--- src/rtl/rbs_pkg.sv ---
package rbs_pkg;

  localparam int SEQ_ST_N = 6;

  // one-hot sequencer states
  typedef enum logic [SEQ_ST_N-1:0] {
    ST_COLD_HOLD  = 6'b000001,
    ST_LOCK_WAIT  = 6'b000010,
    ST_RST_ACTIVE = 6'b000100,
    ST_BUS_WAIT   = 6'b001000,
    ST_BOOT       = 6'b010000,
    ST_RUN        = 6'b100000
  } seq_state_e;

endpackage

--- src/rtl/rbs_rst_sync.sv ---
module rbs_rst_sync #(
  parameter int STAGES = 2
) (
  input  logic clk,
  input  logic arst_n,
  output logic rst_s_n
);

  logic [STAGES-1:0] chain_q;

  // assert at once, release after STAGES edges
  always_ff @(posedge clk or negedge arst_n) begin
    if (!arst_n) begin
      chain_q <= '0;
    end else begin
      chain_q <= {chain_q[STAGES-2:0], 1'b1};
    end
  end

  assign rst_s_n = chain_q[STAGES-1];

endmodule

--- src/rtl/rbs_sat_counter.sv ---
module rbs_sat_counter #(
  parameter int LIMIT = 4
) (
  input  logic clk,
  input  logic arst_n,
  input  logic clr,
  input  logic inc,
  output logic at_limit
);

  localparam int CNT_W = (LIMIT < 1) ? 1 : $clog2(LIMIT + 1);

  logic [CNT_W-1:0] cnt_q;
  logic [CNT_W-1:0] cnt_d;
  logic             cnt_en;

  assign at_limit = (cnt_q == CNT_W'(LIMIT));
  assign cnt_en   = clr | (inc & ~at_limit);

  always_comb begin
    cnt_d = cnt_q;
    if (clr) begin
      cnt_d = '0;
    end else if (inc && !at_limit) begin
      cnt_d = cnt_q + 1'b1;
    end
  end

  always_ff @(posedge clk or negedge arst_n) begin
    if (!arst_n) begin
      cnt_q <= '0;
    end else if (cnt_en) begin
      cnt_q <= cnt_d;
    end
  end

  AST_SAT_HOLDS: assert property (@(posedge clk) disable iff (!arst_n)
    (at_limit && !clr) |=> at_limit);

endmodule

--- src/rtl/rbs_fsm.sv ---
module rbs_fsm
  import rbs_pkg::*;
(
  input  logic       clk,
  input  logic       arst_n,
  input  logic       rst_s_n,
  input  logic       lock_done,
  input  logic       warm_go,
  input  logic       bus_req,
  input  logic       boot_mode,
  input  logic       boot_done,
  output seq_state_e st_q,
  output logic       st_fresh
);

  seq_state_e st_d;
  seq_state_e release_tgt;

  always_comb begin
    if (bus_req) begin
      release_tgt = ST_BUS_WAIT;
    end else if (boot_mode) begin
      release_tgt = ST_BOOT;
    end else begin
      release_tgt = ST_RUN;
    end
  end

  always_comb begin
    st_d = st_q;
    unique case (st_q)
      ST_COLD_HOLD: begin
        if (rst_s_n) st_d = ST_LOCK_WAIT;
      end
      ST_LOCK_WAIT: begin
        if (!rst_s_n)       st_d = ST_COLD_HOLD;
        else if (lock_done) st_d = release_tgt;
      end
      ST_RST_ACTIVE: begin
        if (rst_s_n) st_d = release_tgt;
      end
      ST_BUS_WAIT: begin
        if (warm_go)       st_d = ST_RST_ACTIVE;
        else if (!bus_req) st_d = boot_mode ? ST_BOOT : ST_RUN;
      end
      ST_BOOT: begin
        if (warm_go)        st_d = ST_RST_ACTIVE;
        else if (boot_done) st_d = ST_RUN;
      end
      ST_RUN: begin
        if (warm_go) st_d = ST_RST_ACTIVE;
      end
      default: st_d = ST_COLD_HOLD;
    endcase
  end

  always_ff @(posedge clk or negedge arst_n) begin
    if (!arst_n) begin
      st_q     <= ST_COLD_HOLD;
      st_fresh <= 1'b0;
    end else begin
      st_q     <= st_d;
      st_fresh <= (st_d != st_q);
    end
  end

  AST_STATE_ONEHOT: assert property (@(posedge clk) disable iff (!arst_n)
    $countones(st_q) == 1);

  AST_RUN_AFTER_LOCK: assert property (@(posedge clk) disable iff (!arst_n)
    (st_q == ST_RUN) |-> lock_done);

  AST_BOOT_ENTRY: assert property (@(posedge clk) disable iff (!arst_n)
    (st_q == ST_BOOT && st_fresh) |-> $past(boot_mode && !bus_req));

  AST_BUS_WAIT_HOLDS: assert property (@(posedge clk) disable iff (!arst_n)
    (st_q == ST_BUS_WAIT && bus_req && rst_s_n) |=> (st_q == ST_BUS_WAIT));

endmodule

--- src/rtl/rbs_out_ctl.sv ---
module rbs_out_ctl
  import rbs_pkg::*;
#(
  parameter int                            PC_W         = 14,
  parameter logic [PC_W-1:0]               RESET_VECTOR = '0,
  parameter int                            BOOT_PAGE_W  = 8,
  parameter int                            BOOT_OFFS_W  = 14,
  parameter logic [BOOT_PAGE_W+BOOT_OFFS_W-1:0] BOOT_BASE = '0
) (
  input  logic                   clk,
  input  logic                   arst_n,
  input  seq_state_e             st_q,
  input  logic                   st_fresh,
  input  logic                   clkout_dis,
  output logic                   stk_clr,
  output logic                   irq_mask_all,
  output logic                   stat_clr,
  output logic                   core_run,
  output logic                   boot_busy,
  output logic [BOOT_PAGE_W-1:0] boot_page,
  output logic [BOOT_OFFS_W-1:0] boot_offs,
  output logic                   fetch_vld,
  output logic [PC_W-1:0]        fetch_addr,
  output logic                   clkout_en
);

  localparam int BOOT_AW = BOOT_PAGE_W + BOOT_OFFS_W;

  logic hold;
  logic clk_en_q;

  assign hold = (st_q == ST_COLD_HOLD) || (st_q == ST_LOCK_WAIT) ||
                (st_q == ST_RST_ACTIVE);

  assign stk_clr      = hold;
  assign irq_mask_all = hold;
  assign stat_clr     = hold;

  assign core_run  = (st_q == ST_RUN);
  assign boot_busy = (st_q == ST_BOOT);
  assign fetch_vld = core_run & st_fresh;

  assign fetch_addr = fetch_vld ? RESET_VECTOR : '0;
  assign boot_page  = boot_busy ? BOOT_BASE[BOOT_AW-1 -: BOOT_PAGE_W] : '0;
  assign boot_offs  = boot_busy ? BOOT_BASE[BOOT_OFFS_W-1:0] : '0;

  always_ff @(posedge clk or negedge arst_n) begin
    if (!arst_n) begin
      clk_en_q <= 1'b1;
    end else begin
      clk_en_q <= ~clkout_dis;
    end
  end

  assign clkout_en = hold | clk_en_q;

  AST_CLKOUT_TRACKS: assert property (@(posedge clk) disable iff (!arst_n)
    !hold |-> (clkout_en == !$past(clkout_dis)));

  AST_FETCH_ONE_SHOT: assert property (@(posedge clk) disable iff (!arst_n)
    fetch_vld |=> !fetch_vld);

endmodule

--- src/rtl/rst_boot_seq.sv ---
module rst_boot_seq
  import rbs_pkg::*;
#(
  parameter int                            LOCK_CYCLES  = 2000,
  parameter int                            MIN_PULSE    = 5,
  parameter int                            SYNC_STAGES  = 2,
  parameter int                            PC_W         = 14,
  parameter logic [PC_W-1:0]               RESET_VECTOR = '0,
  parameter int                            BOOT_PAGE_W  = 8,
  parameter int                            BOOT_OFFS_W  = 14,
  parameter logic [BOOT_PAGE_W+BOOT_OFFS_W-1:0] BOOT_BASE = '0
) (
  input  logic                   clk,
  input  logic                   por_n,
  input  logic                   rst_in_n,
  input  logic                   boot_mode,
  input  logic                   bus_req,
  input  logic                   boot_done,
  input  logic                   clkout_dis,
  output logic                   stk_clr,
  output logic                   irq_mask_all,
  output logic                   stat_clr,
  output logic                   core_run,
  output logic                   boot_busy,
  output logic [BOOT_PAGE_W-1:0] boot_page,
  output logic [BOOT_OFFS_W-1:0] boot_offs,
  output logic                   fetch_vld,
  output logic [PC_W-1:0]        fetch_addr,
  output logic                   clkout_en
);

  localparam int LOW_LIMIT = MIN_PULSE - 1;

  logic       sync_arst_n;
  logic       rst_s_n;
  logic       lock_done;
  logic       low_at_limit;
  logic       warm_go;
  logic       in_cold;
  seq_state_e st_q;
  logic       st_fresh;

  assign sync_arst_n = rst_in_n & por_n;

  rbs_rst_sync #(
    .STAGES (SYNC_STAGES)
  ) u_sync (
    .clk     (clk),
    .arst_n  (sync_arst_n),
    .rst_s_n (rst_s_n)
  );

  assign in_cold = (st_q == ST_COLD_HOLD) || (st_q == ST_LOCK_WAIT);

  // lock wait counted from power-on release, never cleared by warm reset
  rbs_sat_counter #(
    .LIMIT (LOCK_CYCLES)
  ) u_lock_cnt (
    .clk      (clk),
    .arst_n   (por_n),
    .clr      (1'b0),
    .inc      (in_cold),
    .at_limit (lock_done)
  );

  // consecutive low cycles of the synchronized reset
  rbs_sat_counter #(
    .LIMIT (LOW_LIMIT)
  ) u_low_cnt (
    .clk      (clk),
    .arst_n   (por_n),
    .clr      (rst_s_n),
    .inc      (~rst_s_n),
    .at_limit (low_at_limit)
  );

  assign warm_go = ~rst_s_n & low_at_limit;

  rbs_fsm u_fsm (
    .clk       (clk),
    .arst_n    (por_n),
    .rst_s_n   (rst_s_n),
    .lock_done (lock_done),
    .warm_go   (warm_go),
    .bus_req   (bus_req),
    .boot_mode (boot_mode),
    .boot_done (boot_done),
    .st_q      (st_q),
    .st_fresh  (st_fresh)
  );

  rbs_out_ctl #(
    .PC_W         (PC_W),
    .RESET_VECTOR (RESET_VECTOR),
    .BOOT_PAGE_W  (BOOT_PAGE_W),
    .BOOT_OFFS_W  (BOOT_OFFS_W),
    .BOOT_BASE    (BOOT_BASE)
  ) u_out (
    .clk          (clk),
    .arst_n       (por_n),
    .st_q         (st_q),
    .st_fresh     (st_fresh),
    .clkout_dis   (clkout_dis),
    .stk_clr      (stk_clr),
    .irq_mask_all (irq_mask_all),
    .stat_clr     (stat_clr),
    .core_run     (core_run),
    .boot_busy    (boot_busy),
    .boot_page    (boot_page),
    .boot_offs    (boot_offs),
    .fetch_vld    (fetch_vld),
    .fetch_addr   (fetch_addr),
    .clkout_en    (clkout_en)
  );

  AST_WARM_NEEDS_WIDTH: assert property (@(posedge clk) disable iff (!por_n)
    (st_q == ST_RST_ACTIVE && st_fresh) |-> $past(!rst_s_n));

endmodule

--- config.mk ---
export PLATFORM = sky130hd
export DESIGN_NAME = rst_boot_seq
export DESIGN_NICKNAME = d
export VERILOG_FILES = /design/src/rtl/rbs_pkg.sv /design/src/rtl/rbs_rst_sync.sv /design/src/rtl/rbs_sat_counter.sv /design/src/rtl/rbs_fsm.sv /design/src/rtl/rbs_out_ctl.sv /design/src/rtl/rst_boot_seq.sv
export SDC_FILE = /design/constraint.sdc
export NUM_CORES = 1
export LEC_CHECK = 0
export ABC_AREA = 1
export BUFFER_PORTS_ARGS = -buffer_cell sky130_fd_sc_hd__buf_2
export CAP_MARGIN = 10
export CORE_MARGIN = 2
export CORE_UTILIZATION = 53
export CTS_CLUSTER_DIAMETER = 120
export DETAILED_ROUTE_END_ITERATION = 10
export GPL_ROUTABILITY_DRIVEN = 0
export HOLD_SLACK_MARGIN = 0.12
export PLACE_DENSITY = 0.92
export SLEW_MARGIN = 25
export SYNTH_ARGS = -nofsm -noshare
export SYNTH_HDL_FRONTEND = slang
export SYNTH_SLANG_ARGS = --single-unit
export TNS_END_PERCENT = 100
--- constraint.sdc ---
create_clock -name clk -period 1.75 [get_ports clk]
set_input_delay 0.0875 -clock clk [delete_from_list [all_inputs] [get_ports clk]]
set_output_delay 0.0875 -clock clk [all_outputs]
set_load 0.005 [all_outputs]
==> flow_metrics.py, run 1 <==
metrics = {
    "status": {
        "status": "finished with violations",
        "violations": "negative setup slack",
    },
    "synthesis": {
        "yosysUniqueCellTypes": 26,
        "synth_seq_cells": 24,
        "ys_seq_area_share_pct": 32.5,
        "syn_area_sq_um": 1850,
        "synthCells": 241,
        "yosysWarnings": 0,
        "post_synth.cell_area_avg_sq_um": 7.69,
    },
    "timing": {
        "hold_viol_final": 0,
        "max_slew_margin_pct": 66.0,
        "setup_viol": 10,
        "worst_slack_ns": -0.120,
        "skew_ns": 0.00647,
        "fin_hold_ws_ns": 0.179,
        "worstMarginPinSlew_ns": 0.510,
        "fin_crit_sh_pct": 107,
        "max_freq_ghz": 0.535,
        "slew_viol_final": 0,
        "rsz0062_at_grt": "true",
        "finalSetupTns_ns": -0.464,
        "min_period_ns": 1.87,
    },
    "routing": {
        "dr.pass1.iters": 4,
        "wl_per_cell_um": 13.9,
        "drt-initial-drc-count": 172,
        "route.detailed.drc": 0,
        "ant_nets": 0,
        "vias_per_cell": 5.16,
        "vias": 1655,
        "routed_wl_um": 4480,
    },
    "grt": {
        "grt_pass1_wl_um": 6390,
        "grt_max_degree": 24,
        "grt_overflow_total": 0,
        "grtUsageTotal_pct": 20.2,
        "antenna_found_initial": 0,
        "grt_pass1_vias": 1407,
    },
    "setup_path": {
        "r2r_end": "u_fsm.st_fresh",
        "worst_path_largest_cell_delay_ns": 0.49,
        "start_kind": "flip-flop",
        "worstPathMaxFanout": 5,
        "path_buf_inv": 2,
        "cp_cell_sequence": "nor2_4 > buf_4 > nand3_4 > buf_4 > nor2_1 > nand3_1 > nand4_1 > nand2_1 > nor2_1 > nand2_1",
        "r2r-start": "u_fsm.st_q[5]",
        "worstSetupStartpoint": "u_fsm.st_q[5]",
        "endpoint_kind": "flip-flop",
        "required_ns": 1.97,
        "critPathTopFamily": "simple AND/OR/NAND/NOR gates",
        "timing_worst_setup_path_type": "reg -> reg",
        "cp_slowest_cell": "dfrtp_2",
        "cp_data_arrival_time_ns": 2.09,
        "r2r_cells": 10,
        "regToRegSetupSlack_ns": -0.12,
    },
    "final_layout": {
        "multi_input_area_sq_um": 1070,
        "area_delta_synth_final_pct": 17.0,
        "final_net_count": 287,
        "ff_latch_area_sq_um": 609,
        "antenna_cells": 0,
        "layout_commonest_cell": "nand2_1",
        "layout_common_cells": "nand2_1, conb_1, inv_1, dfrtp_1, buf_4",
        "final_area_sq_um": 2170,
        "n_fill_cell": 265,
        "drive_above_1_share_pct": 32.0,
    },
    "run": {
        "max_cap_viol_count": 0,
    },
    "cts": {
        "cts_max_level": 1,
        "cts_buffers": 3,
        "clock_latency_ns": 0.32,
        "cts_root_buf": "clkbuf_4",
        "cts_buffer_depth": 2,
        "cts_tree": "built",
        "clkTransAtPathRegs_ns": 0.13,
        "clock-sinks": 24,
    },
    "floorplan": {
        "initial_core_util_pct": 55.6,
        "dieArea_sq_um": 3990,
        "rows": 21,
        "io_pins": 50,
        "die_w_um": 63.2,
        "die_h_um": 63.2,
        "core_sq_um": 3340,
    },
    "placement": {
        "place_ws_ns": 0.0707,
        "hpwl_um": 2610,
        "portBuffers": 13,
        "place_area_sq_um": 1830,
    },
    "hold_path": {
        "whs_endpoint": "u_fsm.st_q[2]",
        "hold_start": "boot_done",
        "hp-class": "in -> reg",
        "holdPathStages": 4,
    },
    "pwr": {
        "total_power_mw": 2.55,
        "power_density_nw_per_um2": 1180,
        "p_leak_nw": 1.11,
        "peakVddDrop_v": 0.000872,
    },
}
## final cells by class
type | count | share of cell area, %
multi-input combinational | 183 | 49.5
sequential | 24 | 28.1
inverter | 30 | 5.31
clock buffer | 4 | 1.67
timing repair buffer | 34 | 12.7
tap | 46 | 2.65
## synth_stat cells, drive strengths merged
cell type	n	area [sq um]
a21oi	3	15.0
buf	39	290
conb	2	7.51
dfrtp	22	551
dfstp	2	52.6
ha	4	50.1
inv	30	113
nand2	50	203
nand3	20	120
nand3b	2	15.0
nand4	9	56.3
nor2	31	181
nor3	5	40.0
o2111ai	1	8.76
o211ai	1	7.51
o21ai	7	35.0
or2	2	12.5
xnor2	2	17.5
xor2	9	78.8
## tightest hold or removal path, stage by stage
cell and delay, ns:
buf_2 0.07, inv_1 0.05, a21oi_1 0.13, o2111ai_1 0.12
## registers in the layout, indices dropped and copies added (netlist names)
register,flops
u_lock_cnt.cnt_q,11
u_low_cnt.cnt_q,3
u_sync.chain_q,2
u_out.clk_en_q,1
u_fsm.st_q,6
u_fsm.st_fresh,1
## cells by family after synthesis
kind of cell | after synthesis | share of synthesized area (%)
adder cells (fa/ha/maj) | 4 | 2.70
AND/OR/NAND/NOR | 119 | 33.9
XOR/XNOR | 11 | 5.20
flip-flops | 24 | 32.5
AO/OA/AOI/OAI | 12 | 3.58
other | 2 | 0.405
buffers and inverters | 69 | 21.7
## worst max path at each step
stage,depth (start not counted),to,slack [ns]
2_1_floorplan,13,u_fsm.st_fresh,0.23
5_1_grt,11,u_fsm.st_fresh,-0.18
3_3_place_gp,13,u_fsm.st_fresh,0.09
4_1_cts,7,clkout_en,0.008
6_report,10,u_fsm.st_fresh,-0.12
3_5_place_dp,13,u_fsm.st_fresh,0.07
## metrics by stage
stage                     std cells  util [%]
after CTS                       311      59.2
after detailed placement        297      54.7
after global routing            321      65.0
after floorplan                 276         -
final                           321      65.0
after global placement          297      54.7
## where the power goes
part           internal [mW]  switching (mW)  total (mW)
clock network          0.127           0.165       0.292
registers              0.713           0.163       0.876
logic                  0.624           0.758        1.38
## per-layer routing
layer	global-route usage, %	vias to the layer above	routed length [um]
met1	24.6	760	1660
met3	3.04	36	334
met4	6.39	0	260
met5	0	-	0
li1	-	758	-
met2	36.3	101	2220
## what timing repair did
action / in CTS / in global routing
pin swaps: 4 / 15
hold buffers: 5 / 0
endpoints found under the setup margin: 1 / 7
setup buffers: 5 / 10
hold endpoints to repair: 26 / 0
resized for setup: 6 / 29
(Power assumes the default switching activity.)
==> run 2, diff against run 1 <==
--- a/config.mk
+++ b/config.mk
@@ -8,6 +8,7 @@
 export ABC_AREA = 1
 export BUFFER_PORTS_ARGS = -buffer_cell sky130_fd_sc_hd__buf_2
 export CAP_MARGIN = 10
+export CORE_ASPECT_RATIO = 1.1
 export CORE_MARGIN = 2
 export CORE_UTILIZATION = 53
 export CTS_CLUSTER_DIAMETER = 120
==> flow_metrics.py, run 2 (same netlist as run 1, synthesis figures left out) <==
metrics = {
    "pwr": {
        "p_int_mw": 1.33,
        "combPwrFrac_pct": 50.6,
        "clkPwrFrac_pct": 13.1,
        "netSwitchingPower_mw": 1.00,
        "power_density_nw_per_um2": 1090,
        "total_power_mw": 2.33,
        "p_seq_share_pct": 36.4,
        "swShare_pct": 42.9,
        "peakVddDrop_v": 0.000760,
        "p_leak_nw": 1.11,
    },
    "timing": {
        "max_slew_margin_pct": 65.5,
        "worstMarginPinSlew_ns": 0.517,
        "worst_slack_ns": -0.00319,
        "max_freq_ghz": 0.570,
        "slew_viol_final": 0,
        "setup_viol": 1,
        "min_period_ns": 1.75,
        "finalSetupTns_ns": -0.00319,
        "fin_crit_sh_pct": 100,
        "skew_ns": 0.0127,
        "hold_viol_final": 0,
        "rsz0062_at_grt": "true",
    },
    "final_layout": {
        "layout.cells.non_filler": 323,
        "largest-register": "u_lock_cnt.cnt_q",
        "reg.largest.list": "u_lock_cnt.cnt_q (11), u_fsm.st_q (6), u_low_cnt.cnt_q (3)",
        "final_net_count": 287,
        "layout_common_cells": "nand2_1, conb_1, inv_1, dfrtp_1, buf_4",
        "drive_above_1_share_pct": 32.4,
        "layout_commonest_cell": "nand2_1",
        "antenna_cells": 0,
        "area_delta_synth_final_pct": 15.3,
        "largest_reg_flops": 11,
    },
    "hold_path": {
        "hp-class": "in -> reg",
        "holdPathStages": 4,
    },
    "setup_path": {
        "start_kind": "flip-flop",
        "r2r_cells": 9,
        "cp_data_arrival_time_ns": 1.97,
        "timing_worst_setup_path_type": "reg -> reg",
        "required_ns": 1.96,
        "worstPathMaxFanout": 5,
        "endpoint_kind": "flip-flop",
    },
    "floorplan": {
        "initial_core_util_pct": 55.7,
        "die_h_um": 66.0,
        "core_sq_um": 3330,
        "io_pins": 50,
        "die_w_um": 60.4,
        "dieArea_sq_um": 3990,
        "rows": 22,
    },
    "cts": {
        "clock-sinks": 24,
        "clock_latency_ns": 0.33,
        "clkTransAtPathRegs_ns": 0.14,
        "cts_tree": "built",
        "cts_root_buf": "clkbuf_4",
        "cts_buffers": 3,
        "cts_buffer_depth": 2,
        "cts_max_level": 1,
    },
    "status": {
        "violations": "negative setup slack",
        "status": "finished with violations",
    },
    "routing": {
        "vias": 1579,
        "ant_nets": 0,
        "dr.pass1.iters": 4,
        "route.detailed.drc": 0,
        "routed_wl_um": 3850,
        "drt-initial-drc-count": 116,
        "vias_per_cell": 4.89,
        "wl_per_cell_um": 11.9,
    },
    "placement": {
        "portBuffers": 13,
        "dp.cells": 300,
        "hpwl_um": 2600,
    },
    "grt": {
        "grt_overflow_total": 0,
        "grt_max_degree": 24,
        "grtUsageTotal_pct": 18.3,
        "grt_pass1_wl_um": 5540,
        "grt_pass1_vias": 1318,
        "antenna_found_initial": 0,
    },
    "run": {
        "max_cap_viol_count": 0,
    },
}
==> run 2: cell types whose count changed in the layout (fill, tap and decap cells not counted) <==
cell / before / now
inv_4: 1 / 0
ha_1: 3 / 4
nor3_4: 0 / 1
nor2_4: 13 / 11
nor3_1: 2 / 1
nand3_4: 3 / 2
inv_2: 9 / 11
nor2_2: 5 / 7
buf_6: 5 / 1
inv_1: 20 / 19
ha_2: 1 / 0
buf_2: 9 / 12
buf_4: 14 / 15
nand3_2: 4 / 5
==> run 2: repair_timing <==
item	in CTS	in global routing
resized for setup	9	20
pin swaps	4	10
setup endpoints to repair	1	13
endpoints found under the hold margin	26	0
buffers inserted	3	11
hold buffers	5	0
==> run 2: path summary, 6_finish.rpt <==
path	from	end	slack [ns]
setup / recovery	u_fsm.st_q[0]	u_lock_cnt.cnt_q[6]	-0.003
setup reg to reg	u_fsm.st_q[0]	u_lock_cnt.cnt_q[6]	-0.003
max in group asynchronous	por_n	u_sync.chain_q[1]	0.54
hold reg to reg	u_sync.chain_q[0]	u_sync.chain_q[1]	0.37
hold / removal	boot_done	u_fsm.st_q[2]	0.18
min in group asynchronous	por_n	u_fsm.st_fresh	0.24
==> run 2: worst max-delay path: stages, from the launching register on <==
cell     delay [ns]
dfstp_2        0.62
inv_2          0.07
nor2_2         0.12
nand3_2        0.12
nand2_4        0.12
buf_12         0.11
nand2_2        0.11
nor2_4         0.12
nand3_1        0.10
xnor2_1        0.15
==> run 2: metal layers <==
| layer | global-route usage (%) | vias to the layer above | part of all wire (%) |
|---|---|---|---|
| li1 | - | 761 | - |
| met1 | 23.0 | 742 | 40 |
| met4 | 7.22 | 0 | 2.2 |
| met2 | 31.4 | 65 | 53 |
| met5 | 0 | - | 0 |
| met3 | 1.96 | 11 | 5.0 |
==> run 2: cell type report <==
class                           count  area (sq um)
Clock buffer                        4          36.3
Fill cell                         276          1190
Inverter                           30           113
Multi-Input combinational cell    183          1070
Sequential cell                    24           609
Tap cell                           48          60.1
Timing Repair Buffer               34           254
==> run 2: through the flow <==
stage               cell area, sq um  worst slack (ns)  util [%]  hold WS [ns]
floorplan                       1990             0.227         -        -0.208
global placement                1840            0.0832      55.1       -0.0363
detailed placement              1840            0.0730      55.1       -0.0345
CTS                             1980          0.000186      59.4         0.179
global route                    2140           -0.0887      64.2         0.225
finish                          2140          -0.00319      64.2         0.178
==> run 2: power by group through the flow <==
| stage | Sequential (mW) | Clock (mW) | Combinational, mW |
|---|---|---|---|
| detailed placement | 0.840 | 0 | 0.839 |
| global route | 0.862 | 0.329 | 1.29 |
| global placement | 0.833 | 0 | 0.813 |
| CTS | 0.830 | 0.300 | 1.00 |
| floorplan | 0.816 | 0 | 0.749 |
| finish | 0.848 | 0.304 | 1.18 |
==> run 3, diff against run 2 <==
--- a/config.mk
+++ b/config.mk
@@ -10,12 +10,12 @@
 export CAP_MARGIN = 10
 export CORE_ASPECT_RATIO = 1.1
 export CORE_MARGIN = 2
-export CORE_UTILIZATION = 53
+export CORE_UTILIZATION = 30
 export CTS_CLUSTER_DIAMETER = 120
 export DETAILED_ROUTE_END_ITERATION = 10
 export GPL_ROUTABILITY_DRIVEN = 0
 export HOLD_SLACK_MARGIN = 0.12
-export PLACE_DENSITY = 0.92
+export PLACE_DENSITY = 0.49
 export SLEW_MARGIN = 25
 export SYNTH_ARGS = -nofsm -noshare
 export SYNTH_HDL_FRONTEND = slang
==> flow_metrics.py, run 3 (same netlist as run 1, synthesis figures left out) <==
metrics = {
    "grt": {
        "met1_usage_pct": 14.8,
        "grt.met2_usage_pct": 19.7,
        "antenna_found_initial": 0,
        "top_usage_layer": "met2",
        "grtUsageTotal_pct": 11.5,
        "use_met3_pct": 3.13,
        "grt_max_degree": 24,
        "grt_pass1_wl_um": 6280,
        "grt_pass1_vias": 1356,
        "grt_overflow_total": 0,
    },
    "floorplan": {
        "core_sq_um": 6080,
        "die_w_um": 79.0,
        "io_pins": 50,
        "die_h_um": 86.5,
        "initial_core_util_pct": 30.5,
        "rows": 30,
        "dieArea_sq_um": 6830,
    },
    "routing": {
        "vias_per_cell": 4.19,
        "dr.pass1.iters": 4,
        "ant_nets": 0,
        "drt-initial-drc-count": 75,
        "wl_per_cell_um": 10.8,
        "route.detailed.drc": 0,
        "vias": 1470,
        "routed_wl_um": 3810,
    },
    "setup_path": {
        "cp_cell_sequence": "inv_2 > nor2_2 > nand3_2 > nand2_4 > nor2_4 > inv_2 > or2_4 > buf_6",
        "cp_data_arrival_time_ns": 1.59,
        "worst_path_largest_cell_delay_ns": 0.60,
        "required_ns": 1.66,
        "start_kind": "flip-flop",
        "crit_top_cell": "inv_2",
        "worstPathMaxFanout": 5,
        "cp_slowest_cell": "dfstp_2",
        "timing_worst_setup_path_type": "reg -> out",
        "endpoint_kind": "output pin",
    },
    "final_layout": {
        "area_delta_synth_final_pct": 15.2,
        "layout_commonest_cell": "nand2_1",
        "largest-register": "u_lock_cnt.cnt_q",
        "layout_common_cells": "nand2_1, conb_1, inv_1, dfrtp_1",
        "largest_reg_flops": 11,
        "drive_above_1_share_pct": 29.5,
        "final_net_count": 283,
        "n_fill_cell": 650,
        "reg.largest.list": "u_lock_cnt.cnt_q (11), u_fsm.st_q (6), u_low_cnt.cnt_q (3)",
        "antenna_cells": 0,
    },
    "placement": {
        "hpwl_um": 2870,
        "portBuffers": 13,
        "place_ws_ns": 0.0236,
    },
    "cts": {
        "clock-sinks": 24,
        "cts_max_level": 1,
        "clkTransAtPathRegs_ns": 0.09,
        "cts_buffers": 3,
        "cts_root_buf": "clkbuf_8",
        "clock_latency_ns": 0.28,
        "cts_tree": "built",
        "cts_buffer_depth": 2,
    },
    "timing": {
        "skew_ns": 0.00349,
        "fin_hold_ws_ns": 0.154,
        "setup_viol": 0,
        "max_freq_ghz": 0.595,
        "finalSetupTns_ns": 0,
        "max_slew_margin_pct": 62.5,
        "rsz0062_at_grt": "true",
        "slew_viol_final": 0,
        "worst_slack_ns": 0.0682,
        "worstMarginPinSlew_ns": 0.562,
        "min_period_ns": 1.68,
        "fin_crit_sh_pct": 96.1,
        "hold_viol_final": 0,
    },
    "run": {
        "max_cap_viol_count": 0,
    },
    "pwr": {
        "power_density_nw_per_um2": 1150,
        "clkPwrFrac_pct": 20.8,
        "combPwrFrac_pct": 44.7,
        "swShare_pct": 39.8,
        "netSwitchingPower_mw": 0.974,
        "peakVddDrop_v": 0.000456,
        "p_seq_share_pct": 34.5,
        "p_int_mw": 1.47,
        "p_leak_nw": 1.09,
    },
    "status": {
        "status": "finished clean",
    },
    "hold_path": {
        "hp-class": "in -> reg",
    },
}
==> run 3: worst paths after layout <==
check	from	end	slack [ns]	cells past startpoint
setup reg to reg	u_fsm.st_q[1]	u_fsm.st_fresh	0.08	11
min in group asynchronous	rst_in_n	u_sync.chain_q[0]	0.19	4
max in group asynchronous	por_n	u_sync.chain_q[1]	0.98	4
hold reg to reg	u_sync.chain_q[0]	u_sync.chain_q[1]	0.36	0
hold / removal	bus_req	u_fsm.st_q[3]	0.15	3
setup / recovery	u_fsm.st_q[0]	clkout_en	0.07	8
==> run 3: through the flow <==
| step | power (mW) | cell area, sq um | utilization, % | cells |
|---|---|---|---|---|
| detailed placement | 1.73 | 1880 | 31.0 | 333 |
| CTS | 2.30 | 2010 | 33.1 | 342 |
| floorplan | 1.56 | 1990 | - | 276 |
| global route | 2.65 | 2140 | 35.1 | 351 |
| global placement | 1.72 | 1880 | 31.0 | 333 |
| finish | 2.45 | 2140 | 35.1 | 351 |
==> run 3: final cells by class <==
class	instances	area (sq um)	area share (%)
inverters	30	113	5.27
multi-input cells	183	1040	48.5
flip-flops and latches	24	609	28.5
well taps	80	100	4.68
clock inverters	1	30.0	1.41
clock buffers	3	41.3	1.93
repair buffers	30	206	9.66
==> run 3: worst max-delay path, delay by kind of cell, from the launching register on <==
kind / cells / cell delay [ns]
buf+inv: 3 / 0.22
flops: 1 / 0.60
simple gates: 5 / 0.51
==> run 3: power groups by stage <==
| stage | sequential, mW | clock (mW) | combinational, mW |
|---|---|---|---|
| after floorplan | 0.816 | 0 | 0.749 |
| after global placement | 0.842 | 0 | 0.874 |
| after detailed placement | 0.845 | 0 | 0.884 |
| after CTS | 0.835 | 0.524 | 0.939 |
| after global routing | 0.865 | 0.555 | 1.23 |
| final | 0.845 | 0.509 | 1.09 |
==> run 3: layer usage <==
layer  up-vias  routed length, um
met5         -                  0
met4         0                 16
met3         2                163
met2        36               1880
met1       687               1750
li1        745                  -
==> run 3: what timing repair did <==
item	in CTS	in global routing
hold buffers	3	0
setup endpoints to repair	1	7
setup buffers	2	9
gates cloned	0	0
hold endpoints to repair	23	0
gates resized for setup	6	15
pin swaps	1	9
